**config.mk**
```make
export PLATFORM = sky130hd
export DESIGN_NAME = gpio_irq_port
export DESIGN_NICKNAME = d
export VERILOG_FILES = /design/src/rtl/gpio_irq_pkg.sv /design/src/rtl/gpio_pad_sync.sv /design/src/rtl/gpio_trig_eval.sv /design/src/rtl/gpio_reg_bank.sv /design/src/rtl/gpio_irq_port.sv
export SDC_FILE = /design/constraint.sdc
export NUM_CORES = 1
export LEC_CHECK = 0
export ABC_AREA = 1
export BUFFER_PORTS_ARGS = -buffer_cell sky130_fd_sc_hd__buf_2
export CAP_MARGIN = 25
export CORE_MARGIN = 3
export CORE_UTILIZATION = 45
export DETAILED_ROUTE_END_ITERATION = 8
export PLACE_DENSITY = 0.71
export SYNTH_ARGS = -nofsm -noshare
export SYNTH_HDL_FRONTEND = slang
export SYNTH_SLANG_ARGS = --single-unit
```
**constraint.sdc**
```tcl
create_clock -name clk -period 2.35 [get_ports clk]
set_input_delay 0.47 -clock clk [delete_from_list [all_inputs] [get_ports clk]]
set_output_delay 0.47 -clock clk [all_outputs]
set_load 0.1 [all_outputs]
```
**src/rtl/gpio_irq_pkg.sv**
```systemverilog
package gpio_irq_pkg;

    localparam int OFFS_W = 8;

    typedef enum logic [1:0] {
        TRIG_LOW,
        TRIG_HIGH,
        TRIG_RISE,
        TRIG_FALL
    } trig_e;

    typedef enum logic [2:0] {
        SEL_VALUE,
        SEL_ENABLE,
        SEL_LEVEL,
        SEL_CFG_LO,
        SEL_CFG_HI,
        SEL_GATE,
        SEL_EVENT,
        SEL_NONE
    } reg_sel_e;

    typedef struct packed {
        logic [OFFS_W-1:0] value;
        logic [OFFS_W-1:0] enable;
        logic [OFFS_W-1:0] level;
        logic [OFFS_W-1:0] cfg_lo;
        logic [OFFS_W-1:0] cfg_hi;
        logic [OFFS_W-1:0] gate;
        logic [OFFS_W-1:0] event_w;
    } layout_t;

    function automatic layout_t layout_for(input logic alt);
        layout_t l;
        if (alt) begin
            l.enable  = 8'h00;
            l.value   = 8'h1C;
            l.level   = 8'h24;
            l.cfg_lo  = 8'h28;
            l.cfg_hi  = 8'h2C;
            l.gate    = 8'h30;
            l.event_w = 8'h34;
        end else begin
            l.value   = 8'h00;
            l.enable  = 8'h04;
            l.level   = 8'h08;
            l.cfg_lo  = 8'h0C;
            l.cfg_hi  = 8'h10;
            l.gate    = 8'h14;
            l.event_w = 8'h18;
        end
        return l;
    endfunction

    function automatic reg_sel_e decode_offset(input logic [OFFS_W-1:0] a, input layout_t l);
        reg_sel_e s;
        s = SEL_NONE;
        if (a == l.value)   s = SEL_VALUE;
        if (a == l.enable)  s = SEL_ENABLE;
        if (a == l.level)   s = SEL_LEVEL;
        if (a == l.cfg_lo)  s = SEL_CFG_LO;
        if (a == l.cfg_hi)  s = SEL_CFG_HI;
        if (a == l.gate)    s = SEL_GATE;
        if (a == l.event_w) s = SEL_EVENT;
        return s;
    endfunction

    function automatic trig_e map_code(input logic alt, input logic [1:0] c);
        trig_e t;
        if (!alt) begin
            t = trig_e'(c);
        end else begin
            case (c)
                2'd0:    t = TRIG_RISE;
                2'd1:    t = TRIG_FALL;
                2'd2:    t = TRIG_HIGH;
                default: t = TRIG_LOW;
            endcase
        end
        return t;
    endfunction

endpackage

```
**src/rtl/gpio_pad_sync.sv**
```systemverilog
module gpio_pad_sync #(
    parameter int WIDTH = 32
) (
    input  logic             clk,
    input  logic             rst,
    input  logic [WIDTH-1:0] pad_in,
    output logic [WIDTH-1:0] level,
    output logic [WIDTH-1:0] rise,
    output logic [WIDTH-1:0] fall
);
    logic [WIDTH-1:0] meta_q;
    logic [WIDTH-1:0] stable_q;
    logic [WIDTH-1:0] prev_q;

    always_ff @(posedge clk) begin
        if (rst) begin
            meta_q   <= '0;
            stable_q <= '0;
            prev_q   <= '0;
        end else begin
            meta_q   <= pad_in;
            stable_q <= meta_q;
            prev_q   <= stable_q;
        end
    end

    assign level = stable_q;
    assign rise  = stable_q & ~prev_q;
    assign fall  = ~stable_q & prev_q;

    AST_RISE_SINGLE: assert property (@(posedge clk) disable iff (rst)
        (rise & $past(rise)) == '0) else $error("rise held two cycles");
    AST_FALL_SINGLE: assert property (@(posedge clk) disable iff (rst)
        (fall & $past(fall)) == '0) else $error("fall held two cycles");
endmodule

```
**src/rtl/gpio_trig_eval.sv**
```systemverilog
module gpio_trig_eval
    import gpio_irq_pkg::*;
#(
    parameter int PINS    = 32,
    parameter bit ALT_MAP = 1'b0
) (
    input  logic [PINS-1:0] cfg_lo,
    input  logic [PINS-1:0] cfg_hi,
    input  logic [PINS-1:0] level,
    input  logic [PINS-1:0] rise,
    input  logic [PINS-1:0] fall,
    output logic [PINS-1:0] hit
);
    localparam int HALF = PINS / 2;

    for (genvar p = 0; p < PINS; p++) begin : g_pin
        logic [1:0] code;
        trig_e      kind;
        logic       h;

        if (p < HALF) begin : g_lo
            assign code = cfg_lo[2*p +: 2];
        end else begin : g_hi
            assign code = cfg_hi[2*(p-HALF) +: 2];
        end

        assign kind = map_code(ALT_MAP, code);

        always_comb begin
            case (kind)
                TRIG_LOW:  h = ~level[p];
                TRIG_HIGH: h = level[p];
                TRIG_RISE: h = rise[p];
                default:   h = fall[p];
            endcase
        end

        assign hit[p] = h;
    end
endmodule

```
**src/rtl/gpio_reg_bank.sv**
```systemverilog
module gpio_reg_bank
    import gpio_irq_pkg::*;
#(
    parameter int PINS    = 32,
    parameter bit ALT_MAP = 1'b0
) (
    input  logic              clk,
    input  logic              rst,
    input  logic              wr_en,
    input  logic [OFFS_W-1:0] addr,
    input  logic [PINS-1:0]   wdata,
    input  logic [PINS-1:0]   hit,
    input  logic [PINS-1:0]   level,
    output logic [PINS-1:0]   rdata,
    output logic [PINS-1:0]   value_q,
    output logic [PINS-1:0]   enable_q,
    output logic [PINS-1:0]   cfg_lo_q,
    output logic [PINS-1:0]   cfg_hi_q,
    output logic [PINS-1:0]   gate_q,
    output logic [PINS-1:0]   event_q
);
    localparam layout_t MAP = layout_for(ALT_MAP);

    reg_sel_e        sel;
    logic [PINS-1:0] clr;

    assign sel = decode_offset(addr, MAP);
    assign clr = (wr_en && sel == SEL_EVENT) ? wdata : '0;

    always_ff @(posedge clk) begin
        if (rst) begin
            value_q  <= '0;
            enable_q <= '0;
            cfg_lo_q <= '0;
            cfg_hi_q <= '0;
            gate_q   <= '0;
            event_q  <= '0;
        end else begin
            if (wr_en) begin
                case (sel)
                    SEL_VALUE:  value_q  <= wdata;
                    SEL_ENABLE: enable_q <= wdata;
                    SEL_CFG_LO: cfg_lo_q <= wdata;
                    SEL_CFG_HI: cfg_hi_q <= wdata;
                    SEL_GATE:   gate_q   <= wdata;
                    default:    ;
                endcase
            end
            event_q <= (event_q & ~clr) | hit;
        end
    end

    always_comb begin
        case (sel)
            SEL_VALUE:  rdata = value_q;
            SEL_ENABLE: rdata = enable_q;
            SEL_LEVEL:  rdata = level;
            SEL_CFG_LO: rdata = cfg_lo_q;
            SEL_CFG_HI: rdata = cfg_hi_q;
            SEL_GATE:   rdata = gate_q;
            SEL_EVENT:  rdata = event_q;
            default:    rdata = '0;
        endcase
    end

    AST_EVENT_STICKY: assert property (@(posedge clk) disable iff (rst)
        !$past(rst) |-> (($past(event_q & ~clr) & ~event_q) == '0)) else $error("event bit lost");
    AST_SET_WINS: assert property (@(posedge clk) disable iff (rst)
        !$past(rst) |-> (($past(hit) & ~event_q) == '0)) else $error("hit not latched");
    AST_ENABLE_WRITE: assert property (@(posedge clk) disable iff (rst)
        (wr_en && sel == SEL_ENABLE) |=> (enable_q == $past(wdata))) else $error("enable write lost");
endmodule

```
**src/rtl/gpio_irq_port.sv**
```systemverilog
module gpio_irq_port
    import gpio_irq_pkg::*;
#(
    parameter int PINS    = 32,
    parameter bit ALT_MAP = 1'b0
) (
    input  logic              clk,
    input  logic              rst,
    input  logic              bus_wr,
    input  logic [OFFS_W-1:0] bus_addr,
    input  logic [PINS-1:0]   bus_wdata,
    output logic [PINS-1:0]   bus_rdata,
    input  logic [PINS-1:0]   pad_in,
    output logic [PINS-1:0]   pad_out,
    output logic [PINS-1:0]   pad_oe,
    output logic              irq_lo,
    output logic              irq_hi,
    output logic              irq_any
);
    localparam int HALF = PINS / 2;

    logic [PINS-1:0] level, rise, fall, hit;
    logic [PINS-1:0] cfg_lo_q, cfg_hi_q, gate_q, event_q;
    logic [PINS-1:0] pending;

    gpio_pad_sync #(.WIDTH(PINS)) u_sync (
        .clk    (clk),
        .rst    (rst),
        .pad_in (pad_in),
        .level  (level),
        .rise   (rise),
        .fall   (fall)
    );

    gpio_trig_eval #(.PINS(PINS), .ALT_MAP(ALT_MAP)) u_trig (
        .cfg_lo (cfg_lo_q),
        .cfg_hi (cfg_hi_q),
        .level  (level),
        .rise   (rise),
        .fall   (fall),
        .hit    (hit)
    );

    gpio_reg_bank #(.PINS(PINS), .ALT_MAP(ALT_MAP)) u_regs (
        .clk      (clk),
        .rst      (rst),
        .wr_en    (bus_wr),
        .addr     (bus_addr),
        .wdata    (bus_wdata),
        .hit      (hit),
        .level    (level),
        .rdata    (bus_rdata),
        .value_q  (pad_out),
        .enable_q (pad_oe),
        .cfg_lo_q (cfg_lo_q),
        .cfg_hi_q (cfg_hi_q),
        .gate_q   (gate_q),
        .event_q  (event_q)
    );

    assign pending = event_q & gate_q;
    assign irq_lo  = |pending[HALF-1:0];
    assign irq_hi  = |pending[PINS-1:HALF];
    assign irq_any = irq_lo | irq_hi;

    AST_GATE_OFF_QUIET: assert property (@(posedge clk) disable iff (rst)
        (gate_q == '0) |-> !irq_any) else $error("irq with gate closed");
    AST_LOW_PIN_IRQ: assert property (@(posedge clk) disable iff (rst)
        (event_q[0] && gate_q[0]) |-> irq_lo) else $error("pin 0 not on low line");
    AST_HIGH_PIN_IRQ: assert property (@(posedge clk) disable iff (rst)
        (event_q[PINS-1] && gate_q[PINS-1]) |-> irq_hi) else $error("top pin not on high line");
endmodule

```
==> flow_metrics.tcl, run 1 <==
set metrics [dict create \
    clkTransAtPathRegs_ps 60 \
    rsz0062_at_grt "yes" \
    max_slew_margin 0.576 \
    synth-seq-area-share 0.477 \
    cts_sinks 288 \
    p_leak_nw 7.71 \
    violations "negative setup slack" \
    die_h_um 170 \
    netlist_area_um2 12100 \
    yosys-top-cells-count "288 x dfxtp_1, 281 x inv_1, 233 x o21ai_0" \
    holdWs_ps 114 \
    cts.hold.buffers_added 0 \
    end_kind "output pin" \
    dp.final_hpwl_um 27300 \
    yosysMostFrequentCell "dfxtp_1" \
    row_count 59 \
    grt_pass1_vias 11400 \
    ir_drop_uv 489 \
    drv_cap 0 \
    grt_max_degree 129 \
    hp-class "in -> reg" \
    cts_root_buf "clkbuf_16" \
    vias_per_cell 5.40 \
    critPathLaunchType "input port" \
    cts-buffers-inserted 29 \
    grt_pass1_wl_um 61800 \
    yosysTopAreaCell "dfxtp_1" \
    insertedDiodeCount 0 \
    cp_max_fo 5 \
    hp-start "pad_in[12]" \
    antenna_found_initial 2 \
    skew_ps 8.93 \
    ff2ff_path_depth 4 \
    ys_ff_latch 288 \
    p_per_area_nw_per_um2 620 \
    gr-usage-all-layers 0.269 \
    yosys-top-cells-area "dfxtp_1 48%, o21ai_0 9.7%, inv_1 8.7%, a21oi_1 7.3%, nand2_1 7.1%" \
    synth.net_count 1743 \
    min_period_ps 2500 \
    fp.dieW_um 170 \
    layout-drive-gt1-share 0.241 \
    timing.reg2reg.setup_slack_ps 1070 \
    r2r_start "u_sync.level[25]$_SDFF_PP0_" \
    wire_per_inst_um 18.3 \
    nets 1957 \
    cts-htree-levels 1 \
    status "finished with violations" \
    grt.overflow.total 0 \
    arrival_ps 2030 \
    portBuffers 173 \
    crit_start "bus_addr[4]" \
    ant_nets 0 \
    ys_warn_count 0 \
    finalCritPeriodShare 1.06 \
    setup_ws_ps -150 \
    drt_wl_total_um 40900 \
    max_freq_mhz 400 \
    ys_types 30 \
    holdPathStages 3 \
    start_util 0.461 \
    vias 12100 \
    die-area_um2 28800 \
    clk_latency_ps 550 \
    drv_slew 0 \
    yosysTopAreaCellShare 0.477 \
    syn_area_per_cell_um2 7.24 \
    first_pass_iters 7 \
    syn-instance-count 1668 \
    dr.first_iter.drc_count 1433 \
    ys.flop_type "dfxtp_1" \
    synth_edf_count 0 \
    syn_to_final_growth_pct 35.8 \
    r2r_end "u_regs.event_q[25]$_SDFF_PP0_" \
    core_um2 26200 \
    async_reset_ff_frac 0 \
    setup_viol 29 \
    gp_congestion 0.934 \
    finalHoldViolCount 0 \
    worst_pin_slew_ps 636 \
    drc 0 \
    crit_type "in -> out" \
    cts_tree "yes" \
    worstPathRequired_ps 1880 \
    ios 174 \
    p_total_mw 10.2 \
    hold_end "u_sync.meta_q[12]$_SDFF_PP0_" \
    cts_buffer_depth 3 \
]
-- power breakdown --
part           internal, mW  switching [mW]
clock network          2.64            1.89
logic                 0.199           0.383
registers              4.99          0.0593
-- logic make-up (layout without fill, tap and decap cells) --
group,after synthesis,count (layout),synth area share
XOR/XNOR,32,32,0.0232
buffers and inverters,368,597,0.121
AND/OR/NAND/NOR,507,507,0.175
AO/OA/AOI/OAI,473,473,0.203
flip-flops,288,288,0.477
-- final cells by class --
class | instances | area (um^2)
fillers | 2190 | 9810
repair buffers | 266 | 2570
well taps | 335 | 419
clock buffers | 39 | 823
flip-flops and latches | 288 | 5770
clock inverters | 7 | 88.8
inverters | 285 | 1150
multi-input cells | 1012 | 5580
-- cells in the final DEF, fill, tap and decap left out, types with 3 or more instances in the layout --
cell type,netlist,final
clkinv_8,0,3
buf_6,3,18
o22ai_1,52,45
o211ai_1,5,5
nor2_1,212,198
inv_1,281,262
nor2_2,2,9
buf_2,24,130
inv_2,4,12
buf_12,0,56
nand2_8,0,4
clkinv_2,0,4
clkbuf_16,0,31
inv_6,0,4
dfxtp_1,288,288
nand2_1,228,182
buf_8,0,10
nand4_1,18,18
a21oi_2,0,9
o22ai_2,0,6
nand3_1,26,6
clkbuf_1,47,4
nand2_2,0,19
xor2_1,32,32
nand3_2,2,7
buf_4,6,49
o21ai_2,0,10
nand2_4,2,25
clkbuf_8,0,6
a21oi_1,175,166
nand3_4,0,15
nor2_4,3,10
o21ai_0,233,213
o21ai_1,6,16
nor3_2,0,6
-- registers in the layout, summed over array words and instances, names as in the netlist --
register / cells
u_regs.cfg_hi_q: 32
u_regs.enable_q: 32
u_sync.level: 32
u_regs.event_q: 32
u_regs.value_q: 32
u_sync.prev_q: 32
u_sync.meta_q: 32
u_regs.gate_q: 32
u_regs.cfg_lo_q: 32
-- timing repair --
item	CTS	global route
setup buffers	10	13
pin swaps	21	38
cloned	3	2
resized for setup	63	178
setup endpoints to repair	35	35
-- worst max-delay path by stage --
| stage | to | slack [ps] |
|---|---|---|
| floorplan | bus_rdata[12] | -250 |
| global placement | bus_rdata[17] | -140 |
| detailed placement | bus_rdata[17] | -170 |
| CTS | bus_rdata[22] | -130 |
| global route | bus_rdata[17] | -200 |
| finish | bus_rdata[17] | -150 |
-- metal layers --
layer,GRT usage,wire length [um],part of all wire
met1,0.366,16700,0.41
met2,0.427,18800,0.46
met3,0.0453,3700,0.091
met4,0.111,1680,0.041
met5,0,21,0.00051
-- critical path, cell delays in order --
cell and delay, ps:
buf_8 100, nor2_4 140, buf_6 110, nand4_1 140, nand3_4 110, nand2_4 60
nor2_4 140, buf_12 150, buf_12 150, nand2_4 50, nand4_1 180, buf_12 210
-- stage by stage --
stage / utilization / TNS (ps) / cell area, um^2 / instances / setup slack, ps
2_1_floorplan: - / -3600 / 12300 / 1668 / -255
3_3_place_gp: 0.547 / -1850 / 14300 / 2160 / -140
3_5_place_dp: 0.547 / -2610 / 14300 / 2160 / -173
4_1_cts: 0.597 / -2740 / 15600 / 2219 / -125
5_1_grt: 0.626 / -3690 / 16400 / 2232 / -203
6_report: 0.626 / -2010 / 16400 / 2232 / -150
(Power assumes the default switching activity.)
==> inputs of run 2 (changes only) <==
--- a/config.mk
+++ b/config.mk
@@ -12,6 +12,7 @@
 export CORE_UTILIZATION = 45
 export DETAILED_ROUTE_END_ITERATION = 8
 export PLACE_DENSITY = 0.71
+export SETUP_SLACK_MARGIN = 0.3
 export SYNTH_ARGS = -nofsm -noshare
 export SYNTH_HDL_FRONTEND = slang
 export SYNTH_SLANG_ARGS = --single-unit
==> run 2 against run 1 <==
Effect of this change: the run still ends with negative setup slack left; maximum frequency grew 0.33%; design area grew 0.63%; via count shrank 0.28%; global-route usage grew 0.48 points; sequential cell count is the same; die area is the same; critical path depth grew 1; highest routed layer is now met4.
==> flow_metrics.tcl, run 2 (synthesis results as in run 1) <==
set metrics [dict create \
    grt_max_degree 161 \
    core_um2 26200 \
    swShare 0.232 \
    arrival_ps 2020 \
    wire_per_inst_um 18.1 \
    route.met3.wl_um 3490 \
    crit_type "in -> out" \
    nFillCells 2188 \
    drv_cap 0 \
    ir_drop_uv 447 \
    max_freq_mhz 401 \
    finalHoldViolCount 0 \
    grt_pass1_vias 11600 \
    end_kind "output pin" \
    cp_slowest_cell "buf_12" \
    cts_buffer_depth 3 \
    worstPathRequired_ps 1880 \
    ios 174 \
    gp_congestion 0.898 \
    cts_root_buf "clkbuf_16" \
    rsz0062_at_grt "yes" \
    dpl_cell_area_um2 14700 \
    crit_path_cell_trace "buf_12 -> nor2_4 -> buf_6 -> nand4_1 -> nand3_4 -> nand2_2 -> nor2_4 -> buf_4 -> buf_6 -> buf_16 -> nand2_2 -> nand4_1 -> buf_12" \
    vias 12000 \
    finalInstanceArea_um2 16500 \
    clk_latency_ps 560 \
    max_stage_delay_ps 190 \
    max_slew_margin 0.536 \
    intPower_mw 8.17 \
    p_total_mw 10.6 \
    clkPwrFrac 0.470 \
    seq_area_um2 5770 \
    grt_pass1_wl_um 63100 \
    p_leak_nw 7.88 \
    antenna_found_initial 1 \
    portBuffers 173 \
    worst_pin_slew_ps 697 \
    drt_wl_total_um 40500 \
    status "finished with violations" \
    cts_sinks 288 \
    dp.final_hpwl_um 27800 \
    hp-class "in -> reg" \
    top_layer_used "met4" \
    cts.hold.buffers_added 0 \
    die-area_um2 28800 \
    routed-wl-met2_um 18700 \
    setup_ws_ps -141 \
    power_frac_seq 0.475 \
    final_common_cell "dfxtp_1" \
    ant_nets 0 \
    critPathLaunchType "input port" \
    nets 1953 \
    drv_slew 0 \
    cts-htree-levels 1 \
    dr.first_iter.drc_count 1264 \
    min_period_ps 2490 \
    fp.dieW_um 170 \
    cts-buffers-inserted 31 \
    finalCritPeriodShare 1.06 \
    cts_tree "yes" \
    layout-drive-gt1-share 0.238 \
    drc 0 \
    cp_max_fo 4 \
    start_util 0.461 \
    row_count 59 \
    p_per_area_nw_per_um2 644 \
    utilization 0.630 \
    combinationalPowerShare 0.055 \
    vias_per_cell 5.37 \
    grt.overflow.total 0 \
    clkTransAtPathRegs_ps 60 \
    violations "negative setup slack" \
    layout_common_cells "282 x dfxtp_1, 263 x inv_1, 218 x o21ai_0" \
    setup_viol 33 \
    wirelength_met1_um 17100 \
    skew_ps 11.8 \
    die_h_um 170 \
    first_pass_iters 5 \
    p_sw_mw 2.46 \
    gr-usage-all-layers 0.274 \
    multi_input_area_um2 5590 \
    syn_to_final_growth_pct 36.6 \
]
-- run 2: critical path: cells and delay by family --
kind	cells	cell delay (ps)
simple gates	7	770
buf+inv	6	780
-- run 2: metal layers --
layer  vias to the layer above  GRT usage
met3                        84     0.0485
met4                         0     0.0825
li1                       5757          -
met5                         -          0
met2                       586      0.447
met1                      5596      0.373
-- run 2: worst paths after layout --
kind | startpoint | endpoint | slack [ps] | depth (start not counted)
setup / recovery | bus_addr[6] | bus_rdata[28] | -140 | 13
hold / removal | pad_in[6] | u_sync.meta_q[6]$_SDFF_PP0_ | 100 | 3
setup reg to reg | u_regs.cfg_hi_q[2]$_SDFFE_PP0P_ | u_regs.event_q[17]$_SDFF_PP0_ | 1020 | 4
hold reg to reg | u_sync.meta_q[9]$_SDFF_PP0_ | u_sync.level[9]$_SDFF_PP0_ | 400 | 2
-- run 2: power groups by stage --
stage / Combinational (mW) / Clock (mW) / Sequential, mW
after floorplan: 0.286 / 0 / 5.15
after CTS: 0.570 / 5.03 / 5.05
final: 0.586 / 4.99 / 5.05
after global routing: 0.640 / 5.24 / 5.06
after detailed placement: 0.533 / 0 / 5.15
after global placement: 0.524 / 0 / 5.15
-- run 2: repair_timing --
action                                  4_1_cts  5_1_grt
resized for setup                            95       46
endpoints found under the setup margin       35       35
gates cloned                                  3        0
pin swaps                                    16       12
buffers inserted                             18        2
-- run 2: layout make-up --
class / count / share of cell area
clock buffers: 48 / 0.0569
flip-flops and latches: 288 / 0.350
repair buffers: 260 / 0.153
diodes: 1 / 0.000152
well taps: 335 / 0.0254
inverters: 285 / 0.0686
clock inverters: 10 / 0.00751
multi-input cells: 1012 / 0.339
-- run 2: per-stage QoR --
step / hold slack, ps / setup TNS [ps] / setup WS (ps) / std cells
4_1_cts: 83.2 / -2460 / -132 / 2236
2_1_floorplan: 388 / -3590 / -244 / 1668
5_1_grt: 88.0 / -5000 / -199 / 2238
3_5_place_dp: 394 / -2930 / -155 / 2157
6_report: 100 / -2810 / -141 / 2239
3_3_place_gp: 390 / -2250 / -120 / 2157
==> inputs of run 3 (changes only) <==
--- a/config.mk
+++ b/config.mk
@@ -5,9 +5,8 @@
 export SDC_FILE = /design/constraint.sdc
 export NUM_CORES = 1
 export LEC_CHECK = 0
-export ABC_AREA = 1
 export BUFFER_PORTS_ARGS = -buffer_cell sky130_fd_sc_hd__buf_2
-export CAP_MARGIN = 25
+export CAP_MARGIN = 40
 export CORE_MARGIN = 3
 export CORE_UTILIZATION = 45
 export DETAILED_ROUTE_END_ITERATION = 8
==> run 3 against run 2 <==
Effect of this change: the flow still finishes with violations (negative setup slack); sequential cell count did not move; die area grew 5.0%; count of clock-buffer cells in the layout decreased by 6; non-clock buffer count up 55; final cell count is 8.8% lower; design area increased by 8.5%; global-route usage down 1.0 points; setup slack lost 200 ps; first-iteration DRC count up 0.16%; combinational power up 49%; register-to-register slack hardly changed.
==> flow_metrics.tcl, run 3 <==
set metrics [dict create \
    clkTransAtPathRegs_ps 60 \
    ys_ff_latch 288 \
    holdPathStages 2 \
    end_kind "output pin" \
    violations "negative setup slack" \
    synth-simple-area-share 0.207 \
    hp-start "pad_in[18]" \
    antenna_found_initial 0 \
    clkPwrFrac 0.465 \
    worst_pin_slew_ps 533 \
    min_period_ps 2700 \
    synth.net_count 1465 \
    yosysTopAreaCell "dfxtp_1" \
    start_util 0.465 \
    gp_congestion 0.905 \
    dr.first_iter.drc_count 1266 \
    cts_root_buf "clkbuf_16" \
    ios 174 \
    combinationalPowerShare 0.078 \
    synth_edf_count 0 \
    synth_adder_area_share 0 \
    portBuffers 173 \
    syn_area_per_cell_um2 9.14 \
    p_sw_mw 2.68 \
    ys.flop_type "dfxtp_1" \
    netlist_area_um2 12700 \
    setup_ws_ps -346 \
    drt_wl_total_um 44400 \
    syn_to_final_growth_pct 40.9 \
    yosys-top-cells-count "288 x dfxtp_1, 161 x mux2i_1, 150 x nor2_1" \
    layout_common_cells "271 x dfxtp_1, 152 x mux2i_1, 143 x nor2_1" \
    p_leak_nw 6.90 \
    synth-seq-area-share 0.454 \
    skew_ps 12.2 \
    clk_latency_ps 580 \
    yosysTopAreaCellShare 0.454 \
    nets 1721 \
    wire_per_inst_um 21.8 \
    cp_max_fo 2 \
    crit_type "reg -> out" \
    ir_drop_uv 470 \
    dp.final_hpwl_um 29800 \
    first_pass_iters 5 \
    async_reset_ff_frac 0 \
    rsz0062_at_grt "yes" \
    cts-buffers-inserted 31 \
    max_slew_margin 0.645 \
    max_freq_mhz 371 \
    ant_nets 0 \
    yosys-top-cells-area "dfxtp_1 45%, mux2i_1 13%, nor2b_1 5.0%, nor2_1 4.4%, nand3b_1 3.8%" \
    ys_warn_count 0 \
    ff2ff_path_depth 5 \
    finalHoldViolCount 0 \
    layout-drive-gt1-share 0.349 \
    grt_max_degree 72 \
    synth-xor-area-share 0.000689 \
    critPathLaunchType "flip-flop" \
    cts_buffer_depth 3 \
    cts-htree-levels 1 \
    drv_cap 0 \
    gr-usage-all-layers 0.264 \
    yosysMostFrequentCell "dfxtp_1" \
    r2r_end "u_regs.event_q[20]$_SDFF_PP0_" \
    insertedDiodeCount 0 \
    status "finished with violations" \
    arrival_ps 2230 \
    vias 11800 \
    p_per_area_nw_per_um2 623 \
    worstPathRequired_ps 1880 \
    dpl_cell_area_um2 15600 \
    grt_pass1_vias 11300 \
    syn-instance-count 1390 \
    hp-class "in -> reg" \
    r2r_start "u_sync.level[20]$_SDFF_PP0_" \
    ys_types 41 \
    cts.hold.buffers_added 0 \
    cts_tree "yes" \
    hold_end "u_sync.meta_q[18]$_SDFF_PP0_" \
    intPower_mw 8.48 \
    core_um2 27300 \
    synth_top_family_by_area "simple AND/OR/NAND/NOR gates" \
    timing.reg2reg.setup_slack_ps 1030 \
    final_common_cell "dfxtp_1" \
    cts_sinks 288 \
    setup_viol 34 \
    place_ws_ps -211 \
    finalCritPeriodShare 1.15 \
    grt_pass1_wl_um 63800 \
    synth_mux_area_frac 0.157 \
    fp.dieW_um 174 \
    power_frac_seq 0.456 \
    row_count 60 \
    swShare 0.240 \
    synth-compound-area-share 0.139 \
    finalInstanceArea_um2 17900 \
    drv_slew 0 \
    drc 0 \
    die-area_um2 30300 \
    die_h_um 174 \
    grt.overflow.total 0 \
    vias_per_cell 5.79 \
]
-- run 3: repair_timing --
| item | in CTS | in global routing |
|---|---|---|
| resized for setup | 63 | 167 |
| setup buffers | 12 | 8 |
| pin swaps | 12 | 107 |
| cloned | 0 | 10 |
| setup endpoints to repair | 35 | 170 |
-- run 3: worst max path at each step --
stage	start	end	slack [ps]
floorplan	bus_addr[7]	bus_rdata[1]	-530
global placement	bus_addr[7]	bus_rdata[8]	-200
detailed placement	bus_addr[7]	bus_rdata[8]	-210
CTS	u_regs.gate_q[8]$_SDFFE_PP0P_	irq_any	-270
global route	u_regs.event_q[15]$_SDFF_PP0_	irq_any	-420
finish	u_regs.gate_q[8]$_SDFFE_PP0P_	irq_any	-350
-- run 3: kinds of logic after synthesis --
group	Yosys count
XOR/XNOR	1
flip-flops	288
buffers and inverters	126
AO/OA/AOI/OAI	292
multiplexers	190
AND/OR/NAND/NOR	493
-- run 3: per-stage QoR --
stage	total power, mW	setup TNS, ps	utilization	std cells	hold slack, ps
floorplan	5.58	-13370	-	1390	414
CTS	11.1	-4500	0.621	2023	80.9
finish	11.2	-4730	0.655	2041	97.2
global placement	5.95	-3640	0.570	1955	422
detailed placement	5.96	-4880	0.570	1955	423
global route	11.4	-6250	0.655	2041	97.9
-- run 3: power by group through the flow --
| stage | sequential (mW) | clock, mW | combinational, mW |
|---|---|---|---|
| after floorplan | 5.16 | 0 | 0.418 |
| final | 5.09 | 5.19 | 0.875 |
| after detailed placement | 5.19 | 0 | 0.774 |
| after global placement | 5.18 | 0 | 0.764 |
| after CTS | 5.08 | 5.23 | 0.805 |
| after global routing | 5.10 | 5.42 | 0.925 |
-- run 3: metal layers --
layer	global-route usage	part of all wire	routed length (um)	up-vias
li1	-	-	-	5360
met1	0.347	0.40	17800	5754
met2	0.430	0.47	20800	577
met3	0.0491	0.088	3900	124
met4	0.102	0.043	1900	0
met5	0	0	0	-
-- run 3: area by class of cell --
type                    instances  area [um^2]
multi-input cells             976         7360
flip-flops and latches        288         5800
clock inverters                14          199
fillers                      2115         9420
clock buffers                  42          897
inverters                      34          128
repair buffers                315         3060
well taps                     372          465
-- run 3: critical path, cell delays in order, from the launching register on --
cell and delay [ps]:
dfxtp_2 320, a22o_1 250, a221oi_2 300, nand4_1 170
buf_4 190, or2_4 240, buf_12 170
